**src/rtl/trlink_pkg.sv**
```systemverilog
package trlink_pkg;

    localparam int          WORD_W      = 32;
    localparam logic [31:0] MARKER_WORD = 32'hAAAA_AAAA;

    typedef enum logic [1:0] {
        SEG_HEAD,
        SEG_LEN,
        SEG_DATA,
        SEG_TAIL
    } tx_seg_e;

    typedef enum logic [1:0] {
        RX_HUNT,
        RX_LEN,
        RX_DATA,
        RX_TAIL
    } rx_state_e;

    typedef struct packed {
        logic valid;
        logic value;
    } rx_bit_t;

    // Level held during the first half of a bit cell.
    function automatic logic lead_level(input logic b);
        return ~b;
    endfunction

    function automatic int blank_cycles(input int half_cyc);
        return (3 * half_cyc) / 2;
    endfunction

endpackage

```
**src/rtl/trlink_fifo.sv**
```systemverilog
module trlink_fifo #(
    parameter int W     = 32,
    parameter int DEPTH = 8
) (
    input  logic                         clk,
    input  logic                         rst,
    input  logic                         push,
    input  logic [W-1:0]                 din,
    input  logic                         pop,
    output logic [W-1:0]                 dout,
    output logic [$clog2(DEPTH+1)-1:0]   count,
    output logic                         full
);
    localparam int AW = $clog2(DEPTH);
    localparam int CW = $clog2(DEPTH + 1);

    logic [W-1:0]  mem [DEPTH];
    logic [AW-1:0] wr_ptr_q, rd_ptr_q;
    logic [CW-1:0] count_q;
    logic          push_ok, pop_ok;

    assign full    = (count_q == CW'(DEPTH));
    assign push_ok = push && !full;
    assign pop_ok  = pop && (count_q != '0);
    assign dout    = mem[rd_ptr_q];
    assign count   = count_q;

    function automatic logic [AW-1:0] bump(input logic [AW-1:0] p);
        return (p == AW'(DEPTH - 1)) ? '0 : p + 1'b1;
    endfunction

    always_ff @(posedge clk) begin
        if (push_ok) mem[wr_ptr_q] <= din;
    end

    always_ff @(posedge clk) begin
        if (rst) begin
            wr_ptr_q <= '0;
            rd_ptr_q <= '0;
            count_q  <= '0;
        end else begin
            if (push_ok) wr_ptr_q <= bump(wr_ptr_q);
            if (pop_ok)  rd_ptr_q <= bump(rd_ptr_q);
            case ({push_ok, pop_ok})
                2'b10:   count_q <= count_q + 1'b1;
                2'b01:   count_q <= count_q - 1'b1;
                default: count_q <= count_q;
            endcase
        end
    end

    AST_NO_UNDERFLOW: assert property (@(posedge clk) disable iff (rst)
        pop |-> count_q != '0);
    AST_NO_OVERFLOW: assert property (@(posedge clk) disable iff (rst)
        count_q <= CW'(DEPTH));

endmodule

```
**src/rtl/trlink_tx.sv**
```systemverilog
module trlink_tx
    import trlink_pkg::*;
#(
    parameter int HALF_CYC   = 8,
    parameter int FIFO_DEPTH = 8
) (
    input  logic              clk,
    input  logic              rst,
    input  logic              wr_en,
    input  logic [WORD_W-1:0] wr_data,
    output logic              wr_full,
    input  logic              start,
    output logic              busy,
    output logic              line
);
    localparam int TW = $clog2(HALF_CYC);
    localparam int CW = $clog2(FIFO_DEPTH + 1);

    logic [WORD_W-1:0] q_dout;
    logic [CW-1:0]     q_count;
    logic              q_pop;

    logic              busy_q, line_q, half_q;
    logic [WORD_W-1:0] sh_q;
    logic [4:0]        bit_idx_q;
    logic [TW-1:0]     tcnt_q;
    tx_seg_e           seg_q;
    logic [CW-1:0]     left_q;

    tx_seg_e           nxt_seg;
    logic [WORD_W-1:0] nxt_word;
    logic [CW-1:0]     nxt_left;
    logic              want_pop;
    logic              half_end, cell_end, frame_end;

    trlink_fifo #(.W(WORD_W), .DEPTH(FIFO_DEPTH)) fifo_i (
        .clk   (clk),
        .rst   (rst),
        .push  (wr_en),
        .din   (wr_data),
        .pop   (q_pop),
        .dout  (q_dout),
        .count (q_count),
        .full  (wr_full)
    );

    assign half_end  = busy_q && (tcnt_q == TW'(HALF_CYC - 1));
    assign cell_end  = half_end && half_q;
    assign frame_end = cell_end && (bit_idx_q == '0) && (seg_q == SEG_TAIL);
    assign q_pop     = cell_end && want_pop;

    // Choose what to shift next at a cell boundary.
    always_comb begin
        nxt_seg  = seg_q;
        nxt_word = sh_q << 1;
        nxt_left = left_q;
        want_pop = 1'b0;
        if (bit_idx_q == '0) begin
            unique case (seg_q)
                SEG_HEAD: begin
                    nxt_seg  = SEG_LEN;
                    nxt_word = WORD_W'(left_q);
                end
                SEG_LEN, SEG_DATA: begin
                    if (left_q != '0) begin
                        nxt_seg  = SEG_DATA;
                        nxt_word = q_dout;
                        nxt_left = left_q - 1'b1;
                        want_pop = 1'b1;
                    end else begin
                        nxt_seg  = SEG_TAIL;
                        nxt_word = MARKER_WORD;
                    end
                end
                SEG_TAIL: begin
                    nxt_seg  = SEG_TAIL;
                    nxt_word = MARKER_WORD;
                end
            endcase
        end
    end

    always_ff @(posedge clk) begin
        if (rst) begin
            busy_q    <= 1'b0;
            line_q    <= 1'b0;
            half_q    <= 1'b0;
            sh_q      <= '0;
            bit_idx_q <= '0;
            tcnt_q    <= '0;
            seg_q     <= SEG_HEAD;
            left_q    <= '0;
        end else if (!busy_q) begin
            if (start) begin
                busy_q    <= 1'b1;
                seg_q     <= SEG_HEAD;
                sh_q      <= MARKER_WORD;
                bit_idx_q <= 5'd31;
                half_q    <= 1'b0;
                tcnt_q    <= '0;
                left_q    <= q_count;
                line_q    <= lead_level(MARKER_WORD[31]);
            end
        end else if (half_end) begin
            tcnt_q <= '0;
            if (!half_q) begin
                half_q <= 1'b1;
                line_q <= sh_q[31];
            end else if (frame_end) begin
                half_q <= 1'b0;
                busy_q <= 1'b0;
                line_q <= 1'b0;
            end else begin
                half_q    <= 1'b0;
                sh_q      <= nxt_word;
                seg_q     <= nxt_seg;
                left_q    <= nxt_left;
                bit_idx_q <= bit_idx_q - 1'b1;
                line_q    <= lead_level(nxt_word[31]);
            end
        end else begin
            tcnt_q <= tcnt_q + 1'b1;
        end
    end

    assign busy = busy_q;
    assign line = line_q;

    AST_IDLE_LOW: assert property (@(posedge clk) disable iff (rst)
        !busy_q |-> !line_q);
    AST_HALF_HOLD: assert property (@(posedge clk) disable iff (rst)
        (busy_q && $past(busy_q) && tcnt_q != '0) |-> line_q == $past(line_q));

endmodule

```
**src/rtl/trlink_sync.sv**
```systemverilog
module trlink_sync (
    input  logic clk,
    input  logic rst,
    input  logic d,
    output logic q
);
    logic s1_q, s2_q;

    always_ff @(posedge clk) begin
        if (rst) begin
            s1_q <= 1'b0;
            s2_q <= 1'b0;
        end else begin
            s1_q <= d;
            s2_q <= s1_q;
        end
    end

    assign q = s2_q;

endmodule

```
**src/rtl/trlink_edge_sampler.sv**
```systemverilog
module trlink_edge_sampler
    import trlink_pkg::*;
#(
    parameter int HALF_CYC = 8,
    parameter int POLL_CYC = 3
) (
    input  logic    clk,
    input  logic    rst,
    input  logic    level_in,
    output rx_bit_t bit_o
);
    localparam int BLANK = blank_cycles(HALF_CYC);
    localparam int PW    = $clog2(POLL_CYC + 1);
    localparam int BW    = $clog2(BLANK + 1);

    logic [PW-1:0] poll_q;
    logic [BW-1:0] blank_q;
    logic          prev_q;
    rx_bit_t       bit_q;
    logic          tick;

    assign tick = (poll_q == PW'(POLL_CYC - 1));

    always_ff @(posedge clk) begin
        if (rst) begin
            poll_q  <= '0;
            blank_q <= '0;
            prev_q  <= 1'b0;
            bit_q   <= '0;
        end else begin
            bit_q.valid <= 1'b0;
            poll_q      <= tick ? '0 : poll_q + 1'b1;
            if (blank_q != '0) blank_q <= blank_q - 1'b1;
            if (tick) begin
                prev_q <= level_in;
                if ((level_in != prev_q) && (blank_q == '0)) begin
                    bit_q.valid <= 1'b1;
                    bit_q.value <= level_in;
                    blank_q     <= BW'(BLANK);
                end
            end
        end
    end

    assign bit_o = bit_q;

    AST_BIT_SPACING: assert property (@(posedge clk) disable iff (rst)
        bit_q.valid |=> !bit_q.valid);

endmodule

```
**src/rtl/trlink_rx_framer.sv**
```systemverilog
module trlink_rx_framer
    import trlink_pkg::*;
(
    input  logic              clk,
    input  logic              rst,
    input  rx_bit_t           bit_i,
    output logic              word_valid,
    output logic [WORD_W-1:0] word,
    output logic              frame_ok,
    output logic              frame_err
);
    rx_state_e         state_q;
    logic [WORD_W-1:0] sh_q, left_q, word_q;
    logic [4:0]        cnt_q;
    logic              wv_q, ok_q, err_q;
    logic [WORD_W-1:0] shin;

    assign shin = {sh_q[WORD_W-2:0], bit_i.value};

    always_ff @(posedge clk) begin
        if (rst) begin
            state_q <= RX_HUNT;
            sh_q    <= '0;
            left_q  <= '0;
            word_q  <= '0;
            cnt_q   <= '0;
            wv_q    <= 1'b0;
            ok_q    <= 1'b0;
            err_q   <= 1'b0;
        end else begin
            wv_q  <= 1'b0;
            ok_q  <= 1'b0;
            err_q <= 1'b0;
            if (bit_i.valid) begin
                sh_q <= shin;
                if (state_q == RX_HUNT) begin
                    if (shin == MARKER_WORD) begin
                        state_q <= RX_LEN;
                        cnt_q   <= '0;
                    end
                end else begin
                    cnt_q <= cnt_q + 1'b1;
                    if (cnt_q == 5'd31) begin
                        unique case (state_q)
                            RX_LEN: begin
                                left_q  <= shin;
                                state_q <= (shin == '0) ? RX_TAIL : RX_DATA;
                            end
                            RX_DATA: begin
                                word_q <= shin;
                                wv_q   <= 1'b1;
                                left_q <= left_q - 1'b1;
                                if (left_q == WORD_W'(1)) state_q <= RX_TAIL;
                            end
                            RX_TAIL: begin
                                if (shin == MARKER_WORD) ok_q <= 1'b1;
                                else                     err_q <= 1'b1;
                                state_q <= RX_HUNT;
                                sh_q    <= '0;
                            end
                            default: state_q <= RX_HUNT;
                        endcase
                    end
                end
            end
        end
    end

    assign word_valid = wv_q;
    assign word       = word_q;
    assign frame_ok   = ok_q;
    assign frame_err  = err_q;

    AST_EVENT_EXCL: assert property (@(posedge clk) disable iff (rst)
        !(ok_q && err_q));
    AST_WORD_FROM_DATA: assert property (@(posedge clk) disable iff (rst)
        wv_q |-> $past(state_q) == RX_DATA);
    AST_HUNT_SILENT: assert property (@(posedge clk) disable iff (rst)
        ($past(state_q) == RX_HUNT) |-> !(wv_q || ok_q || err_q));

endmodule

```
**src/rtl/trlink_top.sv**
```systemverilog
module trlink_top
    import trlink_pkg::*;
#(
    parameter int HALF_CYC   = 8,
    parameter int POLL_CYC   = 3,
    parameter int FIFO_DEPTH = 8
) (
    input  logic        clk,
    input  logic        rst,
    input  logic        wr_en,
    input  logic [31:0] wr_data,
    output logic        wr_full,
    input  logic        start,
    output logic        tx_busy,
    output logic        line_out,
    input  logic        line_in,
    output logic        rx_word_valid,
    output logic [31:0] rx_word,
    output logic        rx_frame_ok,
    output logic        rx_error,
    output logic        cfg_error
);
    logic    line_sync;
    rx_bit_t rx_bit;

    assign cfg_error = (POLL_CYC >= HALF_CYC);

    trlink_tx #(.HALF_CYC(HALF_CYC), .FIFO_DEPTH(FIFO_DEPTH)) tx_i (
        .clk     (clk),
        .rst     (rst),
        .wr_en   (wr_en),
        .wr_data (wr_data),
        .wr_full (wr_full),
        .start   (start),
        .busy    (tx_busy),
        .line    (line_out)
    );

    trlink_sync sync_i (
        .clk (clk),
        .rst (rst),
        .d   (line_in),
        .q   (line_sync)
    );

    trlink_edge_sampler #(.HALF_CYC(HALF_CYC), .POLL_CYC(POLL_CYC)) samp_i (
        .clk      (clk),
        .rst      (rst),
        .level_in (line_sync),
        .bit_o    (rx_bit)
    );

    trlink_rx_framer framer_i (
        .clk        (clk),
        .rst        (rst),
        .bit_i      (rx_bit),
        .word_valid (rx_word_valid),
        .word       (rx_word),
        .frame_ok   (rx_frame_ok),
        .frame_err  (rx_error)
    );

endmodule

```
**config.mk**
```make
export PLATFORM = sky130hd
export DESIGN_NAME = trlink_top
export DESIGN_NICKNAME = d
export VERILOG_FILES = /design/src/rtl/trlink_pkg.sv /design/src/rtl/trlink_fifo.sv /design/src/rtl/trlink_tx.sv /design/src/rtl/trlink_sync.sv /design/src/rtl/trlink_edge_sampler.sv /design/src/rtl/trlink_rx_framer.sv /design/src/rtl/trlink_top.sv
export SDC_FILE = /design/constraint.sdc
export NUM_CORES = 1
export LEC_CHECK = 0
export BUFFER_PORTS_ARGS = -buffer_cell sky130_fd_sc_hd__buf_2
export CORE_UTILIZATION = 45
export DETAILED_ROUTE_END_ITERATION = 8
export SLEW_MARGIN = 10
export SYNTH_ARGS = -nofsm -noshare
export SYNTH_HDL_FRONTEND = slang
export SYNTH_HIERARCHICAL = 1
export SYNTH_SLANG_ARGS = --single-unit
```
**constraint.sdc**
```tcl
create_clock -name clk -period 7.7 [get_ports clk]
set_clock_uncertainty 0.15 [all_clocks]
set_input_delay 1.54 -clock clk [delete_from_list [all_inputs] [get_ports clk]]
set_output_delay 1.54 -clock clk [all_outputs]
set_load 0.005 [all_outputs]
```
---- Yosys cells after proc, flatten, opt, wreduce, memory -nomap -nowiden ----
Memories as Yosys holds them, arrays and structs flattened. A register that Yosys moved wholly into a read port is not among the register bits.
Cells that the tools add are included.
word-level totals
  flip-flop bits (word level) ............. 175
  RAM bits ................................ 256
  input port bits ......................... 37
  logic and storage cells ................. 178
  memories kept ........................... 1
memories
  memory           words  width  read ports  clocked after Yosys merged registers in  wr ports  line               RTL
  tx_i.fifo_i.mem  8      32     1           1                                        1         trlink_fifo.sv:17  logic [W-1:0] mem [DEPTH];
cells by class
  $add $sub $neg .......................... 11
  eq/ne operators ......................... 25
  mux-type cells .......................... 74
  bitwise operators ....................... 6
  reduce and logical (&&, ||, !) cells .... 35
operators with widths
  operator                                               count
  two-way mux 32 bit                                     7
  one-hot mux 32 bit (3 select lines)                    1
  two-way mux 31 bit                                     3
  one-hot mux 32 bit (2 select lines)                    1
  two-way mux 4 bit                                      11
  two-way mux 5 bit                                      7
  equality test 32 x 1 -> 1 bit (second input constant)  1
  equality test 32 bit (second input constant)           1
  zero test 32 bit                                       1
  subtractor 32 x 1 -> 32 bit (second input constant)    1
  two-way mux 1 bit                                      23
  two-way mux 2 bit                                      11
  two-way mux 3 bit                                      7
  AND reduction 4 bit                                    4
  != test 2 bit (second input constant)                  7
  equality test 2 bit (second input constant)            6
  nonzero test 4 bit                                     3
  subtractor 4 x 1 -> 4 bit (second input constant)      3
  adder 3 x 1 -> 3 bit (second input constant)           3
  equality test 3 bit (second input constant)            3
  logical AND 1 bit                                      8
  one-hot mux 4 bit (2 select lines)                     1
  nonzero test 2 bit                                     4
  AND reduction 7 bit                                    1
  other kinds (21)                                       33

---- Logic depth before layout (Yosys ltp) ----
  depth in word-level cells ............... 9
  mapped depth ............................ 16
  mapped depth without buffers ............ 14

---- Modules after synthesis ----
The synthesis kept the hierarchy.
modules (own cells, without submodules)
  module               times used  cells each  area each (um^2)  seq. area each (um^2)
  trlink_fifo          1           445         10453.8           7947.6
  trlink_rx_framer     1           602         4784.6            2102.0
  trlink_tx            1           335         2701.3            980.9
  trlink_edge_sampler  1           39          391.6             180.2
  trlink_sync          1           4           52.6              40.0
  trlink_top           1           2           11.3              0.0

---- Least setup slack after synthesis ----
No wires, ideal clock.
  path kind ............................... in2reg
  start point ............................. input wr_en
  end point ............................... memory tx_i.fifo_i.mem[0][0], enable pin
  setup time .............................. 0.501 ns
  arrival time ............................ 4.700 ns
  data required time ...................... 7.049 ns
  slack ................................... 2.348 ns
  cell stages on the path ................. 2
  path through ............................ o21ai_4 -> nor4_1
on the way
  longest elaborated chain between the ends .. 3
ends and longest elaborated chain
  what                                     line               RTL
  from (decl)                              trlink_top.sv:10   input logic wr_en,
  logical AND 1 bit                        trlink_fifo.sv:23  assign push_ok = push && !full;
  two-way mux 1 bit                        trlink_fifo.sv:33  if (push_ok) mem[wr_ptr_q] <= din;
  two-way mux 1 bit (not written as such)  trlink_fifo.sv:33
  to (decl)                                trlink_fifo.sv:17
Every way passes these cells.

---- Worst setup path in the final report ----
  start point ............................. register tx_i.busy_q (netlist: tx_i/busy)
  end point ............................... register tx_i.fifo_i.count_q[3] (netlist: tx_i/fifo_i/count[3])
on the way
  longest elaborated chain between the ends .. 6
  elaborated cells on any way between the ends .. 8
  classes of those cells .................. eq/ne (2); mux (1); reduce/logical (5)
ends and longest elaborated chain
  what                                                                      line               RTL
  from (decl)                                                               trlink_tx.sv:23    logic busy_q, line_q, half_q;
  from (signal assigned)                                                    trlink_tx.sv:85    busy_q <= 1'b0;
  from (signal assigned)                                                    trlink_tx.sv:95    busy_q <= 1'b1;
  from (signal assigned)                                                    trlink_tx.sv:111   busy_q <= 1'b0;
  logical AND 1 bit *                                                       trlink_tx.sv:47    assign half_end = busy_q && (tcnt_q == TW'(HALF_CYC - 1));
  logical AND 1 bit *                                                       trlink_tx.sv:48    assign cell_end = half_end && half_q;
  logical AND 1 bit *                                                       trlink_tx.sv:50    assign q_pop = cell_end && want_pop;
  net tx_i.q_pop                                                            trlink_tx.sv:21    logic q_pop;
  logical AND 1 bit *                                                       trlink_fifo.sv:24  assign pop_ok = pop && (count_q != '0);
  equality test 2 x 1 -> 1 bit or equality test 2 bit (tied branches)       trlink_fifo.sv:44  case ({push_ok, pop_ok})
  one-hot mux 4 bit (2 select lines) or nonzero test 2 bit (tied branches)  -
  to (signal assigned)                                                      trlink_fifo.sv:45  2'b10: count_q <= count_q + 1'b1;
  to (signal assigned)                                                      trlink_fifo.sv:46  2'b01: count_q <= count_q - 1'b1;
  to (signal assigned)                                                      trlink_fifo.sv:47  default: count_q <= count_q;
  to (decl)                                                                 trlink_fifo.sv:19  logic [CW-1:0] count_q;
The timed path passes the listed nets; every way through them passes the cells marked *.
A chain may end at the register's enable or synchronous reset.

==> impl_metrics.yaml <==
worst_setup_path:
  cp-start-kind: "flip-flop"
  critical-path-slowest-cell: "dfxtp_1"
  crit_start: "tx_i/busy"
  cp_data_arrival_time_ps: 3790
  cp_num_buf_inv: 1
  critPathMaxStageDelay_ps: 720
  r2r_start: "tx_i/busy"
  required_ps: 8000
  critPathTopFamily: "simple AND/OR/NAND/NOR gates"
  criticalPathCategory: "reg -> reg"
  path_max_fanout: 19
  cp_cell_sequence: "nand3_1, nor2_1, and3_1, o21ai_2, inv_1, ha_1, nand2_1, mux2_2, o41ai_1, mux2_2"
  cp-end-kind: "flip-flop"
  cpMostUsedCell: "mux2_2"
clock_network:
  numCtsBuffers: 46
  cts_hold_buf: 0
  htree_levels: 2
  cts_tree: "done"
  postCtsResizedCells: 0
  clkSlewWorstSetupHoldPaths_ps: 60
  worst_skew_pair.late_latency_ps: 570
  cts_sinks: 434
  clockBufferDepth: 3
  post_cts_buffers: 0
  cts-root-buf: "clkbuf_16"
logic_synthesis:
  syn_nets: 1488
  ys_top_cells_by_area: "edfxtp_1 42%, dfxtp_1 19%, mux4_1 5.7%"
  ys_seq_elements: 434
  postSynth.asyncResetShare_pct: 0
  dominantRegCellSynth: "edfxtp_1"
  synth-edff-count: 256
  postSynthAreaPerCell_um2: 12.9
  syn_area_um2: 18400
  seq_area_frac_synth_pct: 61.2
  synth_warnings: 6
  synth_cell_types: 78
  synthCells: 1427
  synth_top_area_share_pct: 41.8
  yosys.area.top_type: "edfxtp_1"
routing:
  drc: 0
  wire_per_inst_um: 19.9
  firstDrtPassIters: 5
  vias: 11900
  ant_nets: 0
  dr.first_iter.drc_count: 912
  vias_per_cell: 5.83
  wl_um: 40700
layout:
  fin_util_pct: 51.8
  syn_to_final_growth_pct: 12.7
  design_area_um2: 20700
  ff_latch_area_um2: 11300
  multi_input_area_um2: 6640
  layout-drive-gt1-share_pct: 17.3
  fillers: 3435
  nNetsFinal: 1543
timing:
  slew-limit-headroom_pct: 31.5
  fmaxAchievable_mhz: 287
  rsz0062_at_grt: "no"
  final.setup.tns_ps: 0
  hold_viol_final: 0
  worst_pin_slew_ps: 1020
  post-route-period-util_pct: 45.2
  setup_viol: 0
  fin_crit_ps: 3480
  slew_violations: 0
pwr:
  netSwitchingFraction_pct: 21.5
  pwr-share-clk_pct: 43.5
  power.switching_mw: 1.05
  seqPwrFrac_pct: 51.7
  p_leak_nw: 6.95
  ir_drop_uv: 211
  power_density_nw_per_um2: 237
  power_frac_comb_pct: 4.8
  p_int_mw: 3.85
floorplanning:
  io-pin-count: 76
  fp.dieH_um: 204
  start_util_pct: 46.0
  core_area_um2: 40000
  dieArea_um2: 41700
  placement_rows: 73
  die_w_um: 204
run_status:
  outcome: "finished, final reports clean"
place:
  place_area_um2: 19300
  port-buffer-count: 74
  gp_congestion: 0.849
  dp_hpwl_um: 24500
global_route:
  gr-total-overflow: 0
  grt_pass1_vias: 11300
  grt_max_degree: 80
  antenna_found_initial: 2
  groute.usage.overall_pct: 19.6
  grt_pass1_wl_um: 63800
hold_path:
  worstHoldPathType: "reg -> reg"
  min-delay-start: "samp_i/poll_q[0]"
flow_run:
  max-cap-violations: 0
[through the flow]
step                cells  total power, mW  hold WS, ps  setup WS [ps]
floorplan            1427             2.74          247           2350
global placement     1959             2.82          255           3910
detailed placement   1959             2.82          268           3870
CTS                  2042             4.97          277           4200
global route         2043             5.07          294           3830
finish               2044             4.91          269           4220
[final timing paths]
kind | slack [ps] | cells after the start | end
worst max register to register | 4220 | 10 | tx_i/fifo_i/count[3]
worst max-delay path | 4220 | 10 | tx_i/fifo_i/count[3]
worst min register to register | 270 | 1 | samp_i/poll_q[0]
worst min-delay path | 270 | 1 | samp_i/poll_q[0]
[cell type report]
type | count | area share (%)
flip-flops and latches | 434 | 54.3
multi-input cells | 866 | 32.1
clock buffers | 62 | 6.09
well taps | 525 | 3.17
repair buffers | 101 | 2.78
clock inverters | 21 | 0.978
inverters | 33 | 0.598
diodes | 2 | 0.0241
[power groups by stage]
stage / logic [mW] / registers (mW) / clock network [mW]
after floorplan: 0.164 / 2.58 / 0
after global placement: 0.230 / 2.59 / 0
after detailed placement: 0.236 / 2.59 / 0
after CTS: 0.237 / 2.54 / 2.19
after global routing: 0.258 / 2.54 / 2.27
final: 0.235 / 2.54 / 2.13
[logic make-up after synthesis]
logic type,after synthesis,share of synthesized area (%)
muxes,109,11.3
xor gates and xnor gates,5,0.238
other,1,0.0204
and+or+nand+nor,416,11.5
adders and majority gates,24,1.63
AOI/OAI and AO/OA,311,11.0
DFF,434,61.2
buffers and inverters,127,3.12
[cell usage in the layout (no fill, tap or decap), types with 14 or more instances in the layout]
master and n:
a211oi_1 30, a21o_1 16, a21oi_1 107, a22oi_1 35
and2_1 15, buf_2 73, buf_4 28, clkbuf_16 47
dfxtp_1 176, edfxtp_1 256, ha_1 24, inv_1 32
mux2_2 35, mux4_1 40, mux4_2 24, nand2_1 116
nand3_1 36, nand4_1 23, nor2_1 79, nor3_1 45
o211ai_1 14, o21ai_0 44
[synthesized netlist by cell type, types with 11 or more instances]
| cell | instances |
|---|---|
| inv_1 | 32 |
| ha_1 | 24 |
| nor4_1 | 14 |
| nor3_1 | 49 |
| mux2_2 | 35 |
| mux4_1 | 40 |
| and2_1 | 15 |
| o21ai_0 | 44 |
| a21o_1 | 16 |
| edfxtp_1 | 256 |
| buf_2 | 11 |
| dfxtp_1 | 178 |
| a22oi_1 | 35 |
| a21oi_1 | 108 |
| clkbuf_1 | 64 |
| nor2_1 | 83 |
| nand3_1 | 36 |
| o211ai_1 | 14 |
| a211oi_1 | 30 |
| a31oi_1 | 11 |
| nand4_1 | 23 |
| mux4_2 | 24 |
| nand2_1 | 116 |
[metal layers]
layer | up-vias | part of all wire, % | wire length [um] | global-route usage (%)
met2 | 304 | 48 | 19300 | 31.8
met1 | 5911 | 45 | 18300 | 26.5
met5 | - | 0.020 | 8 | 0
met3 | 72 | 4.6 | 1890 | 3.11
met4 | 2 | 2.9 | 1180 | 7.46
li1 | 5626 | - | - | -
[flip-flops by register name, indices dropped and copies added, names as in the netlist, 4 cells and up, named ones only]
register / count
tx_i/left_q: 4
framer_i/left_q: 32
framer_i/word: 32
tx_i/sh_q: 32
tx_i/bit_idx_q: 5
framer_i/cnt_q: 5
tx_i/fifo_i/count: 4
framer_i/sh_q: 31
tx_i/fifo_i/mem: 256
samp_i/blank_q: 4
[worst register-to-register path, stage by stage, from the launching register on]
cell	delay [ps]
dfxtp_1	720
nand3_1	520
nor2_1	310
and3_1	210
o21ai_2	100
inv_1	90
ha_1	250
nand2_1	80
mux2_2	260
o41ai_1	300
mux2_2	370
(Power assumes the default switching activity.)
